$ cat src/rtl/dpbusy_pkg.sv
package dpbusy_pkg;

  // Which port currently owns a contended location
  typedef enum logic [1:0] {
    OWN_NONE  = 2'd0,
    OWN_LEFT  = 2'd1,
    OWN_RIGHT = 2'd2
  } ownerT;

  // Strobes from control to datapath
  typedef struct packed {
    logic leftLoses;
    logic rightLoses;
  } arbStrobeT;

  // Comparison status from datapath to control
  typedef struct packed {
    logic match;
    logic leftHeld;
    logic rightHeld;
  } cmpStatusT;

endpackage

$ cat src/rtl/dpbusy_side.sv
module dpbusy_side #(
  parameter int ADDR_W = 10
) (
  input  logic              clk,
  input  logic              rstN,
  input  logic              slaveMode,
  input  logic              en,
  input  logic [ADDR_W-1:0] addr,
  input  logic              we,
  input  logic              busyInN,
  input  logic              loses,
  output logic              held,
  output logic              weGated,
  output logic              busyOutN,
  output logic              rdSuspect
);

  logic              prevEn;
  logic [ADDR_W-1:0] prevAddr;
  logic              effBusy;

  // One-cycle history of this port
  always_ff @(posedge clk or negedge rstN) begin
    if (!rstN) begin
      prevEn   <= 1'b0;
      prevAddr <= '0;
    end else begin
      prevEn   <= en;
      prevAddr <= addr;
    end
  end

  always_comb begin
    held      = en && prevEn && (addr == prevAddr);
    effBusy   = slaveMode ? !busyInN : loses;
    weGated   = rstN && en && we && !effBusy;
    busyOutN  = !(rstN && !slaveMode && loses);
    rdSuspect = rstN && en && !we && effBusy;
  end


  master_gate_chk: assert property (@(posedge clk) disable iff (!rstN)
    (!slaveMode && loses) |-> !weGated);


  slave_quiet_chk: assert property (@(posedge clk) disable iff (!rstN)
    slaveMode |-> busyOutN);


  slave_inhibit_chk: assert property (@(posedge clk) disable iff (!rstN)
    (slaveMode && !busyInN) |-> !weGated);


  suspect_read_chk: assert property (@(posedge clk) disable iff (!rstN)
    (en && !we && !busyOutN) |-> rdSuspect);

endmodule

$ cat src/rtl/dpbusy_datapath.sv
module dpbusy_datapath
  import dpbusy_pkg::*;
#(
  parameter int ADDR_W = 10
) (
  input  logic              clk,
  input  logic              rstN,
  input  logic              slaveMode,
  input  logic              leftEn,
  input  logic [ADDR_W-1:0] leftAddr,
  input  logic              leftWe,
  input  logic              leftBusyInN,
  input  logic              rightEn,
  input  logic [ADDR_W-1:0] rightAddr,
  input  logic              rightWe,
  input  logic              rightBusyInN,
  input  arbStrobeT         strobe,
  output cmpStatusT         status,
  output logic              leftBusyOutN,
  output logic              rightBusyOutN,
  output logic              leftWeGated,
  output logic              rightWeGated,
  output logic              leftRdSuspect,
  output logic              rightRdSuspect
);

  logic leftHeld;
  logic rightHeld;

  dpbusy_side #(.ADDR_W(ADDR_W)) leftSide (
    .clk(clk), .rstN(rstN), .slaveMode(slaveMode),
    .en(leftEn), .addr(leftAddr), .we(leftWe), .busyInN(leftBusyInN),
    .loses(strobe.leftLoses), .held(leftHeld), .weGated(leftWeGated),
    .busyOutN(leftBusyOutN), .rdSuspect(leftRdSuspect)
  );

  dpbusy_side #(.ADDR_W(ADDR_W)) rightSide (
    .clk(clk), .rstN(rstN), .slaveMode(slaveMode),
    .en(rightEn), .addr(rightAddr), .we(rightWe), .busyInN(rightBusyInN),
    .loses(strobe.rightLoses), .held(rightHeld), .weGated(rightWeGated),
    .busyOutN(rightBusyOutN), .rdSuspect(rightRdSuspect)
  );

  always_comb begin
    status.match     = leftEn && rightEn && (leftAddr == rightAddr);
    status.leftHeld  = leftHeld;
    status.rightHeld = rightHeld;
  end


  no_match_idle_chk: assert property (@(posedge clk) disable iff (!rstN)
    (!(leftEn && rightEn && (leftAddr == rightAddr))) |-> (leftBusyOutN && rightBusyOutN));

endmodule

$ cat src/rtl/dpbusy_ctrl.sv
module dpbusy_ctrl
  import dpbusy_pkg::*;
(
  input  logic      clk,
  input  logic      rstN,
  input  logic      slaveMode,
  input  cmpStatusT status,
  output arbStrobeT strobe
);

  ownerT owner;
  ownerT ownerNext;

  always_comb begin
    strobe    = '0;
    ownerNext = OWN_NONE;
    if (rstN && !slaveMode && status.match) begin
      unique case (owner)
        OWN_LEFT: begin
          strobe.rightLoses = 1'b1;
          ownerNext         = OWN_LEFT;
        end
        OWN_RIGHT: begin
          strobe.leftLoses = 1'b1;
          ownerNext        = OWN_RIGHT;
        end
        default: begin
          if (status.rightHeld && !status.leftHeld) begin
            strobe.leftLoses = 1'b1;
            ownerNext        = OWN_RIGHT;
          end else begin
            strobe.rightLoses = 1'b1;
            ownerNext         = OWN_LEFT;
          end
        end
      endcase
    end
  end

  always_ff @(posedge clk or negedge rstN) begin
    if (!rstN) owner <= OWN_NONE;
    else       owner <= ownerNext;
  end


  one_loser_chk: assert property (@(posedge clk) disable iff (!rstN)
    !(strobe.leftLoses && strobe.rightLoses));


  release_chk: assert property (@(posedge clk) disable iff (!rstN)
    !status.match |-> (!strobe.leftLoses && !strobe.rightLoses));


  keep_right_loser_chk: assert property (@(posedge clk) disable iff (!rstN)
    ($past(strobe.rightLoses) && status.match && !slaveMode) |-> strobe.rightLoses);


  keep_left_loser_chk: assert property (@(posedge clk) disable iff (!rstN)
    ($past(strobe.leftLoses) && status.match && !slaveMode) |-> strobe.leftLoses);


  tie_right_chk: assert property (@(posedge clk) disable iff (!rstN)
    (!slaveMode && status.match && !$past(status.match) &&
     (status.leftHeld == status.rightHeld)) |-> strobe.rightLoses);

endmodule

$ cat src/rtl/dpbusy_arbiter.sv
module dpbusy_arbiter
  import dpbusy_pkg::*;
#(
  parameter int ADDR_W = 10
) (
  input  logic              clk,
  input  logic              rstN,
  input  logic              slaveMode,
  input  logic              leftEn,
  input  logic [ADDR_W-1:0] leftAddr,
  input  logic              leftWe,
  input  logic              leftBusyInN,
  input  logic              rightEn,
  input  logic [ADDR_W-1:0] rightAddr,
  input  logic              rightWe,
  input  logic              rightBusyInN,
  output logic              leftBusyOutN,
  output logic              rightBusyOutN,
  output logic              leftWeGated,
  output logic              rightWeGated,
  output logic              leftRdSuspect,
  output logic              rightRdSuspect
);

  arbStrobeT strobe;
  cmpStatusT status;

  dpbusy_datapath #(.ADDR_W(ADDR_W)) datapath (
    .clk(clk), .rstN(rstN), .slaveMode(slaveMode),
    .leftEn(leftEn), .leftAddr(leftAddr), .leftWe(leftWe), .leftBusyInN(leftBusyInN),
    .rightEn(rightEn), .rightAddr(rightAddr), .rightWe(rightWe), .rightBusyInN(rightBusyInN),
    .strobe(strobe), .status(status),
    .leftBusyOutN(leftBusyOutN), .rightBusyOutN(rightBusyOutN),
    .leftWeGated(leftWeGated), .rightWeGated(rightWeGated),
    .leftRdSuspect(leftRdSuspect), .rightRdSuspect(rightRdSuspect)
  );

  dpbusy_ctrl control (
    .clk(clk), .rstN(rstN), .slaveMode(slaveMode),
    .status(status), .strobe(strobe)
  );

endmodule

$ cat config.mk
export PLATFORM = sky130hd
export DESIGN_NAME = dpbusy_arbiter
export DESIGN_NICKNAME = d
export VERILOG_FILES = /design/src/rtl/dpbusy_pkg.sv /design/src/rtl/dpbusy_side.sv /design/src/rtl/dpbusy_datapath.sv /design/src/rtl/dpbusy_ctrl.sv /design/src/rtl/dpbusy_arbiter.sv
export SDC_FILE = /design/constraint.sdc
export NUM_CORES = 1
export LEC_CHECK = 0
export CAP_MARGIN = 20
export CORE_MARGIN = 1.5
export CORE_UTILIZATION = 49
export CTS_CLUSTER_DIAMETER = 50
export CTS_CLUSTER_SIZE = 24
export DETAILED_ROUTE_END_ITERATION = 10
export PLACE_DENSITY = 0.83
export SYNTH_ARGS = -nofsm -noshare
export SYNTH_HDL_FRONTEND = slang
export SYNTH_HIERARCHICAL = 1
export SYNTH_SLANG_ARGS = --single-unit
export TNS_END_PERCENT = 50
$ cat constraint.sdc
create_clock -name clk -period 3.55 [get_ports clk]
set_input_delay 0.355 -clock clk [delete_from_list [all_inputs] [get_ports clk]]
set_output_delay 0.355 -clock clk [all_outputs]
set_load 0.02 [all_outputs]
After elaboration in Yosys (flattened, before gate mapping)
Index checks and enable logic that the tools add are counted.

Register bits: 24. Input bits: 29. Output and inout bits: 6. Word-level logic and storage cells: 51.

Eq/ne operators: 5. Multiplexer cells: 10. Reductions and logical operators: 31.

Operators with widths (count): 10-bit == test (3); 1-bit logical AND (21); 1-bit zero test (10); 2-bit 2-to-1 mux (3); 1-bit 2-to-1 mux (4); 1-bit case mux with 2 select lines (2); 2-bit case mux with 2 select lines (1); 2-bit by 1-bit == test with 1-bit output (second input constant) (1); 2-bit == test (second input constant) (1).

Depth between registers and ports, before layout
Gate-level depths: netlist of run 1.

Word-level depth: 10. Gate-level depth with buffers: 9. Gate-level depth less buffers: 8.

Modules after synthesis
Netlist of run 1, hierarchy kept.

Modules (own cells, without submodules): dpbusy_side (instances 2, cells an instance 33, area each 431.7 um^2, sequential area each 275.3 um^2); dpbusy_ctrl (instances 1, cells an instance 12, area each 137.6 um^2, sequential area each 50.0 um^2); dpbusy_datapath (instances 1, cells an instance 17, area each 135.1 um^2, sequential area each 0.0 um^2).

Worst setup path after synthesis of run 1
OpenSTA, ideal clock, no wires.

Path type: in2out. Start point: input port rightAddr[0]. End point: output port rightRdSuspect. Arrival: 2.222 ns. Required time: 3.195 ns. Setup slack: 0.973 ns. Cell stages on the path: 8. Path buffers: 0. Cell sequence: xor2_1 -> or4_1 -> nor3_2 -> nand3b_4 -> nor3b_2 -> nor2b_1 -> a21oi_1 -> nor3_1.

RTL lines: start, declared (RTL line dpbusy_arbiter.sv:14) `input logic [ADDR_W-1:0] rightAddr,`; end, declared (RTL line dpbusy_arbiter.sv:22) `output logic rightRdSuspect`.

==> results of run 1 <==
[synthesized netlist by cell type]
master / number
nor4_2: 2
nand3b_1: 1
nor3b_2: 1
nand4_1: 3
a21oi_1: 3
xnor2_1: 27
nand2b_1: 1
nor2_1: 1
inv_1: 4
nand3_1: 5
buf_4: 2
and4_1: 2
xor2_1: 3
ha_1: 2
nand3b_4: 1
nor3_2: 1
nor2b_1: 2
or4_1: 1
nor3_1: 2
dfrtp_1: 24
nand2_1: 7
[flip-flops by register name, indices dropped and copies added, names as in the netlist]
name	flops
datapath/rightSide/prevAddr	10
control/owner	2
datapath/leftSide/prevAddr	10
datapath/leftSide/prevEn	1
datapath/rightSide/prevEn	1
[power groups by stage]
stage | clock, mW | combinational (mW) | sequential, mW
6_report | 0.143 | 0.0956 | 0.292
5_1_grt | 0.159 | 0.104 | 0.293
4_1_cts | 0.147 | 0.0974 | 0.292
3_5_place_dp | 0 | 0.0968 | 0.297
3_3_place_gp | 0 | 0.0949 | 0.296
2_1_floorplan | 0 | 0.0390 | 0.296
[cells in the final DEF (no fill, tap or decap)]
cell type and instances:
a21oi_1 3, and4_1 2, buf_4 1, clkbuf_4 3, clkbuf_8 1, clkdlybuf4s50_1 31
dfrtp_1 24, dlymetal6s2s_1 3, ha_1 2, inv_1 4, nand2_1 7, nand2b_1 1
nand3_1 5, nand3b_1 1, nand3b_4 1, nand4_1 3, nor2_1 1, nor2b_1 1
nor2b_2 1, nor3_1 2, nor3_2 1, nor3b_2 1, nor4_2 2, or4_1 1
xnor2_1 27, xor2_1 3
[what timing repair did]
action / 4_1_cts / 5_1_grt
hold buffers: 0 / 0
gates resized for setup: 0 / 4
setup endpoints to repair: 0 / 4
[cell families (layout without fill, tap and decap cells)]
logic type                 after synthesis  count (layout)
and+or+nand+nor                         30              30
xor gates and xnor gates                30              30
AOI/OAI and AO/OA                        3               3
buffers and inverters                    6              43
DFF                                     24              24
adders and majority gates                2               2
[how the worst max path moves through the flow]
stage                  from              to  depth (start not counted)
5_1_grt        rightAddr[0]     leftWeGated                         10
3_5_place_dp   rightAddr[0]   leftRdSuspect                         10
3_3_place_gp   rightAddr[0]   leftRdSuspect                         10
4_1_cts        rightAddr[0]   leftRdSuspect                         10
6_report       rightAddr[0]     leftWeGated                         10
2_1_floorplan  rightAddr[0]  rightRdSuspect                          8
[metal layers]
| layer | vias up | part of all wire [%] |
|---|---|---|
| li1 | 395 | - |
| met1 | 382 | 43 |
| met2 | 20 | 51 |
| met3 | 5 | 4.1 |
| met4 | 0 | 2.0 |
| met5 | - | 0 |
[area by class of cell]
cell class | instances | area [µm²]
fill | 159 | 640.6
tap | 28 | 35.03
multi-input combinational | 65 | 508.0
inverter | 4 | 15.01
timing repair buffer | 35 | 355.3
sequential | 24 | 600.6
clock buffer | 4 | 36.28
[stage by stage]
| stage | cells | hold WS (ns) | area [µm²] | setup WS (ns) |
|---|---|---|---|---|
| after global routing | 160 | 0.5359 | 1550 | 0.01021 |
| after floorplan | 95 | 0.05941 | 1136 | 0.9727 |
| final | 160 | 0.5268 | 1550 | 0.1325 |
| after CTS | 160 | 0.5272 | 1540 | 0.007692 |
| after detailed placement | 156 | 0.7037 | 1504 | 0.02833 |
| after global placement | 156 | 0.6826 | 1504 | 0.1110 |
==> results by group, run 1 <==
STA
  – Fmax achieved: 292.6 MHz
  – Min cycle time layout: around 3.4 ns
  – Max Clock Skew: 0.002913 ns
  – Max Slew Vio Count: 0
  – Slew margin rel.: 76.94%
  – Period utilization: 96.27%
  – Final Hold Fails: 0
  – Sum of negative setup slack: 0 ns
  – Worst-margin pin slew: 0.3459 ns
  – Unrepaired setup endpoints after global routing: false
  – Final setup viols: 0

Die
  – Area of the die: 2616 µm²
  – Initial Util: 51.86%
  – Row Count: 17
  – Placeable Area: 2191 µm²
  – Horiz. Die Dim: 51.15 µm
  – Boundary pin count: 35
  – Die H: 51.15 µm

Critical path
  – Critical path's slowest cell: or4_1
  – CP Buf/Inv Count: 2
  – CP arrival: 3.06 ns
  – CP required: 3.19 ns
  – Reg-to-reg slack, setup: about 2.2 ns
  – Crit-path max cell delay: 0.54 ns
  – R2R depth: 5
  – RR Endpoint: control/owner[0]
  – Worst Setup End Kind: output port
  – Crit Reg-Reg Startpoint: datapath/leftSide/prevAddr[5]
  – Crit path cell chain: clkdlybuf4s50_1 -> xor2_1 -> or4_1 -> nor3_2 -> nand3b_4 -> a21oi_1 -> nor2b_2 -> a21oi_1 -> and4_1 -> clkdlybuf4s50_1
  – Crit-path max FO: 3
  – Setup Crit Path Kind: input port to output port
  – Top Family by Delay on Critical Path: simple AND/OR/NAND/NOR gates
  – CP Launch Type: input port

Yosys
  – Syn Nets: 126
  – Compound-cell area share of the yosys netlist: 1.322%
  – Synth Area in Simple Gates: 17.84%
  – Cells after synthesis: 95
  – Synth Cell Area: 1136 µm²
  – Synth area leader: dfrtp_1
  – Syn. warnings: 6
  – Largest family of logic cells by synthesized area: XOR/XNOR gates
  – Synth Area in XOR/XNOR: 23.13%
  – Syn avg cell area: 11.96 µm²
  – Post-Synth Adder-Cell Area: 2.203%
  – Synth unique cells: 21
  – Seq cells post-synth: 24
  – Post-synthesis sequential area ratio: 52.86%
  – Mux share of post-synthesis cell area: 0%
  – Synth area leaders: dfrtp_1 (53%), xnor2_1 (21%), nand2_1 (2.3%)
  – Post-synth top area share: 52.86%

Final layout
  – Diode count: 0
  – Area growth syn-to-layout: 36.45%
  – Nets@finish: 164
  – Layout Utilization: 70.76%
  – Fraction of layout cells with a size suffix above 1: 8.333%

Pwr
  – Leakage: 0.6532 nW
  – Switching share of total power: roughly a quarter
  – Peak supply drop: 248.5 µV
  – Clk pwr share: 27.0%
  – Power Density: 342.4 nW/µm²
  – Cell internal pwr: 403.7 µW
  – Total power: 530.8 µW
  – Net switching power: 127.0 µW
  – Combinational Power Share: 18.0%
  – Flop pwr share: 54.9%

GRT
  – Global routing usage on met3: 3.509%
  – Grt peak-use layer: met2
  – Vias in the first global route: 832
  – Antenna violations before repair: 0
  – Met1 Use GR: 23.22%
  – Largest net degree at the start of global routing: 31
  – First-pass GRT wire length: 3.643 mm
  – Met2 GRT Util: 35.06%
  – Grt ovf: 0
  – GRT Util Overall: 20.08%

Detailed routing
  – Final ANT Viol Nets: 0
  – Initial drt markers: 0
  – Drt wl/cell: 13.79 µm
  – First-pass detailed-route iteration total: 1
  – Via count: 802
  – DR DRC count: 0
  – Via/cell ratio: 5.013
  – Total Routed Length: 2.206 mm

Clock tree
  – TritonCTS clock tree: yes
  – Worst skew pair latency: 0.31 ns
  – Clock Tree Buf Depth: 2
  – Postcts setup bufs: 0
  – Root buf cell: clkbuf_4
  – Num CTS Buffers: 3
  – Clk slew on worst S/H paths: between 0.1 and 0.15 ns
  – CTS H-tree depth: 1
  – Clock sink count: 24

Worst hold path
  – Hold Crit Class: input port to asynchronous set/reset pin

Outcome
  – Outcome: finished clean

Placement
  – Detailed Place HPWL: around 1.7 mm
  – Port buffer count: 34
  – GP Congestion: 0.7520

Run
  – Max-Cap Viols: 0
No activity file was read; power rests on OpenSTA's default activity.
==> run 2: changes to the inputs <==
- CTS_BUF_LIST: not set -> sky130_fd_sc_hd__clkbuf_16
==> results by group, run 2 (same netlist as run 1, synthesis figures left out) <==
Outcome
  – Outcome: finished clean

Final layout
  – Nets@finish: 164 (unchanged)
  – Final instance count without filler cells: 160 (unchanged)
  – Diode count: 0 (unchanged)
  – Fraction of layout cells with a size suffix above 1: 7.576% (-0.76 points)
  – Highest-count cells in the layout ignoring fill and taps: clkdlybuf4s50_1 (30), xnor2_1 (27), dfrtp_1 (24), nand2_1 (7), nand3_1 (5)
  – Biggest regs: datapath/leftSide/prevAddr x10, datapath/rightSide/prevAddr x10, control/owner x2
  – Area growth syn-to-layout: 39.76%
  – Commonest non-fill, non-tap cell in the layout: clkdlybuf4s50_1
  – Layout Utilization: 72.47% (+1.7 points)
  – Final instance area: 1588 µm² (+2.4%)

Clock tree
  – Number of hold buffers added after CTS: 0 (unchanged)
  – Clock Tree Buf Depth: 2 (unchanged)
  – Worst skew pair latency: 0.25 ns (-0.06 ns)
  – Post-CTS sizing: 2 (+2)
  – TritonCTS clock tree: yes
  – Clk slew on worst S/H paths: 0.06 ns (-0.07 ns)
  – Root buf cell: clkbuf_16
  – Postcts setup bufs: 0 (unchanged)
  – Num CTS Buffers: 3 (unchanged)
  – CTS H-tree depth: 1 (unchanged)
  – Clock sink count: 24 (unchanged)

Critical path
  – Most used cell, CP: clkdlybuf4s50_1
  – CP Launch Type: input port
  – R2R depth: 5 (unchanged)
  – CP required: 3.19 ns (about the same)
  – CP arrival: 3.00 ns (-0.06 ns)
  – Crit Reg-Reg Startpoint: datapath/leftSide/prevAddr[5]
  – Critical Path Source: rightAddr[0]
  – Critical path's slowest cell: clkdlybuf4s50_1
  – Setup Crit Path Kind: input port to output port
  – Crit-path max FO: 3 (unchanged)
  – Crit-path max cell delay: 0.56 ns (+0.02 ns)
  – Worst Setup End Kind: output port
  – Crit path cell chain: clkdlybuf4s50_1 -> xor2_1 -> or4_1 -> nor3_2 -> nand3b_4 -> nor3b_2 -> nor2b_1 -> nand2_1 -> clkdlybuf4s50_1

GRT
  – Largest net degree at the start of global routing: 31 (unchanged)
  – Antenna violations before repair: 0 (unchanged)
  – Grt ovf: 0 (unchanged)
  – GRT Util Overall: 21.30% (+1.2 points)
  – Vias in the first global route: 863 (+3.7%)
  – First-pass GRT wire length: 3.898 mm (+7.0%)

Die
  – Horiz. Die Dim: 51.15 µm (unchanged)
  – Die H: 51.15 µm (unchanged)
  – Initial Util: 51.86% (unchanged)
  – Placeable Area: 2191 µm² (unchanged)
  – Boundary pin count: 35 (unchanged)
  – Row Count: 17 (unchanged)
  – Area of the die: 2616 µm² (unchanged)

STA
  – Final setup viols: 0 (unchanged)
  – Period utilization: 94.41% (-1.9 points)
  – Worst-margin pin slew: 0.3473 ns (+0.001389 ns)
  – Fmax achieved: 298.4 MHz (+2.0%)
  – Min cycle time layout: 3.351 ns (-0.06604 ns)
  – Max Clock Skew: 0.003057 ns (+0.0001441 ns)
  – Unrepaired setup endpoints after global routing: false
  – Slew margin rel.: 76.85% (-0.093 points)
  – Max Slew Vio Count: 0 (unchanged)
  – Sum of negative setup slack: 0 ns (unchanged)
  – Final Hold Fails: 0 (unchanged)

Detailed routing
  – DR DRC count: 0 (unchanged)
  – Via count: 811 (+1.1%)
  – Via/cell ratio: 5.069 (+1.1%)
  – Total Routed Length: 2.390 mm (+8.3%)
  – Final ANT Viol Nets: 0 (unchanged)
  – Initial drt markers: 1 (+1)
  – Drt wl/cell: 14.94 µm (+8.3%)
  – First-pass detailed-route iteration total: 2 (+1)

Pwr
  – Switching share of total power: 21.82% (-2.1 points)
  – Cell internal pwr: 491.5 µW (+22%)
  – Power Density: 396.0 nW/µm² (+16%)
  – Flop pwr share: 46.5% (-8.4 points)
  – Clk pwr share: 38.2% (+11 points)
  – Combinational Power Share: 15.3% (-2.7 points)
  – Leakage: 0.6606 nW (+1.1%)
  – Peak supply drop: 330.0 µV (+33%)
  – Net switching power: 137.2 µW (+8.0%)
  – Total power: 628.7 µW (+18%)

Placement
  – Port buffer count: 34 (unchanged)
  – GP Congestion: 0.7520 (unchanged)
  – Placed insts: 156 (unchanged)
  – Detailed Place HPWL: 1.726 mm (unchanged)
  – Placed cell areas: 1504 µm² (unchanged)

Run
  – Max-Cap Viols: 0 (unchanged)

Worst hold path
  – Hold Crit Class: input port to asynchronous set/reset pin
run 2: metal layers:
layer | share of wire (%) | vias to the layer above | wire [µm] | global-route usage, %
met4 | 1.3 | 0 | 31 | 8.108
met2 | 53 | 20 | 1257 | 38.10
met5 | 0 | - | 0 | 0
li1 | - | 395 | - | -
met3 | 3.8 | 5 | 90 | 4.386
met1 | 42 | 391 | 1010 | 24.86
run 2: power by group through the flow:
stage	clock, mW	sequential, mW	combinational, mW
floorplan	0	0.296	0.0390
global placement	0	0.296	0.0949
detailed placement	0	0.297	0.0968
CTS	0.244	0.292	0.0978
global route	0.256	0.293	0.105
finish	0.240	0.292	0.0965
run 2: through the flow:
step	setup slack, ns	hold WS (ns)
6_report	0.1985	0.6102
3_5_place_dp	0.02833	0.7037
4_1_cts	0.01911	0.6167
3_3_place_gp	0.1110	0.6826
2_1_floorplan	0.9727	0.05941
5_1_grt	0.09612	0.6366
run 2: worst max-delay path, delay by kind of cell:
| family | cells | cell delay, ns |
|---|---|---|
| and+or+nand+nor | 6 | 1.41 |
| xor gates and xnor gates | 1 | 0.19 |
| buffers and inverters | 2 | 1.04 |
run 2: layout make-up:
type                       instances  area, µm²
fill                             156      603.1
inverter                           4      15.01
timing repair buffer              35      350.3
multi-input combinational         65      508.0
clock inverter                     1      3.754
sequential                        24      600.6
clock buffer                       3      75.07
tap                               28      35.03
run 2: final timing paths:
kind,end,slack (ns)
max reg2reg,control/owner[0],2.10
max,rightBusyOutN,0.20
max in group asynchronous,datapath/leftSide/prevAddr[2],2.69
min reg2reg,control/owner[1],0.73
min,datapath/rightSide/prevEn,0.61
min in group clk,datapath/rightSide/prevAddr[3],0.64
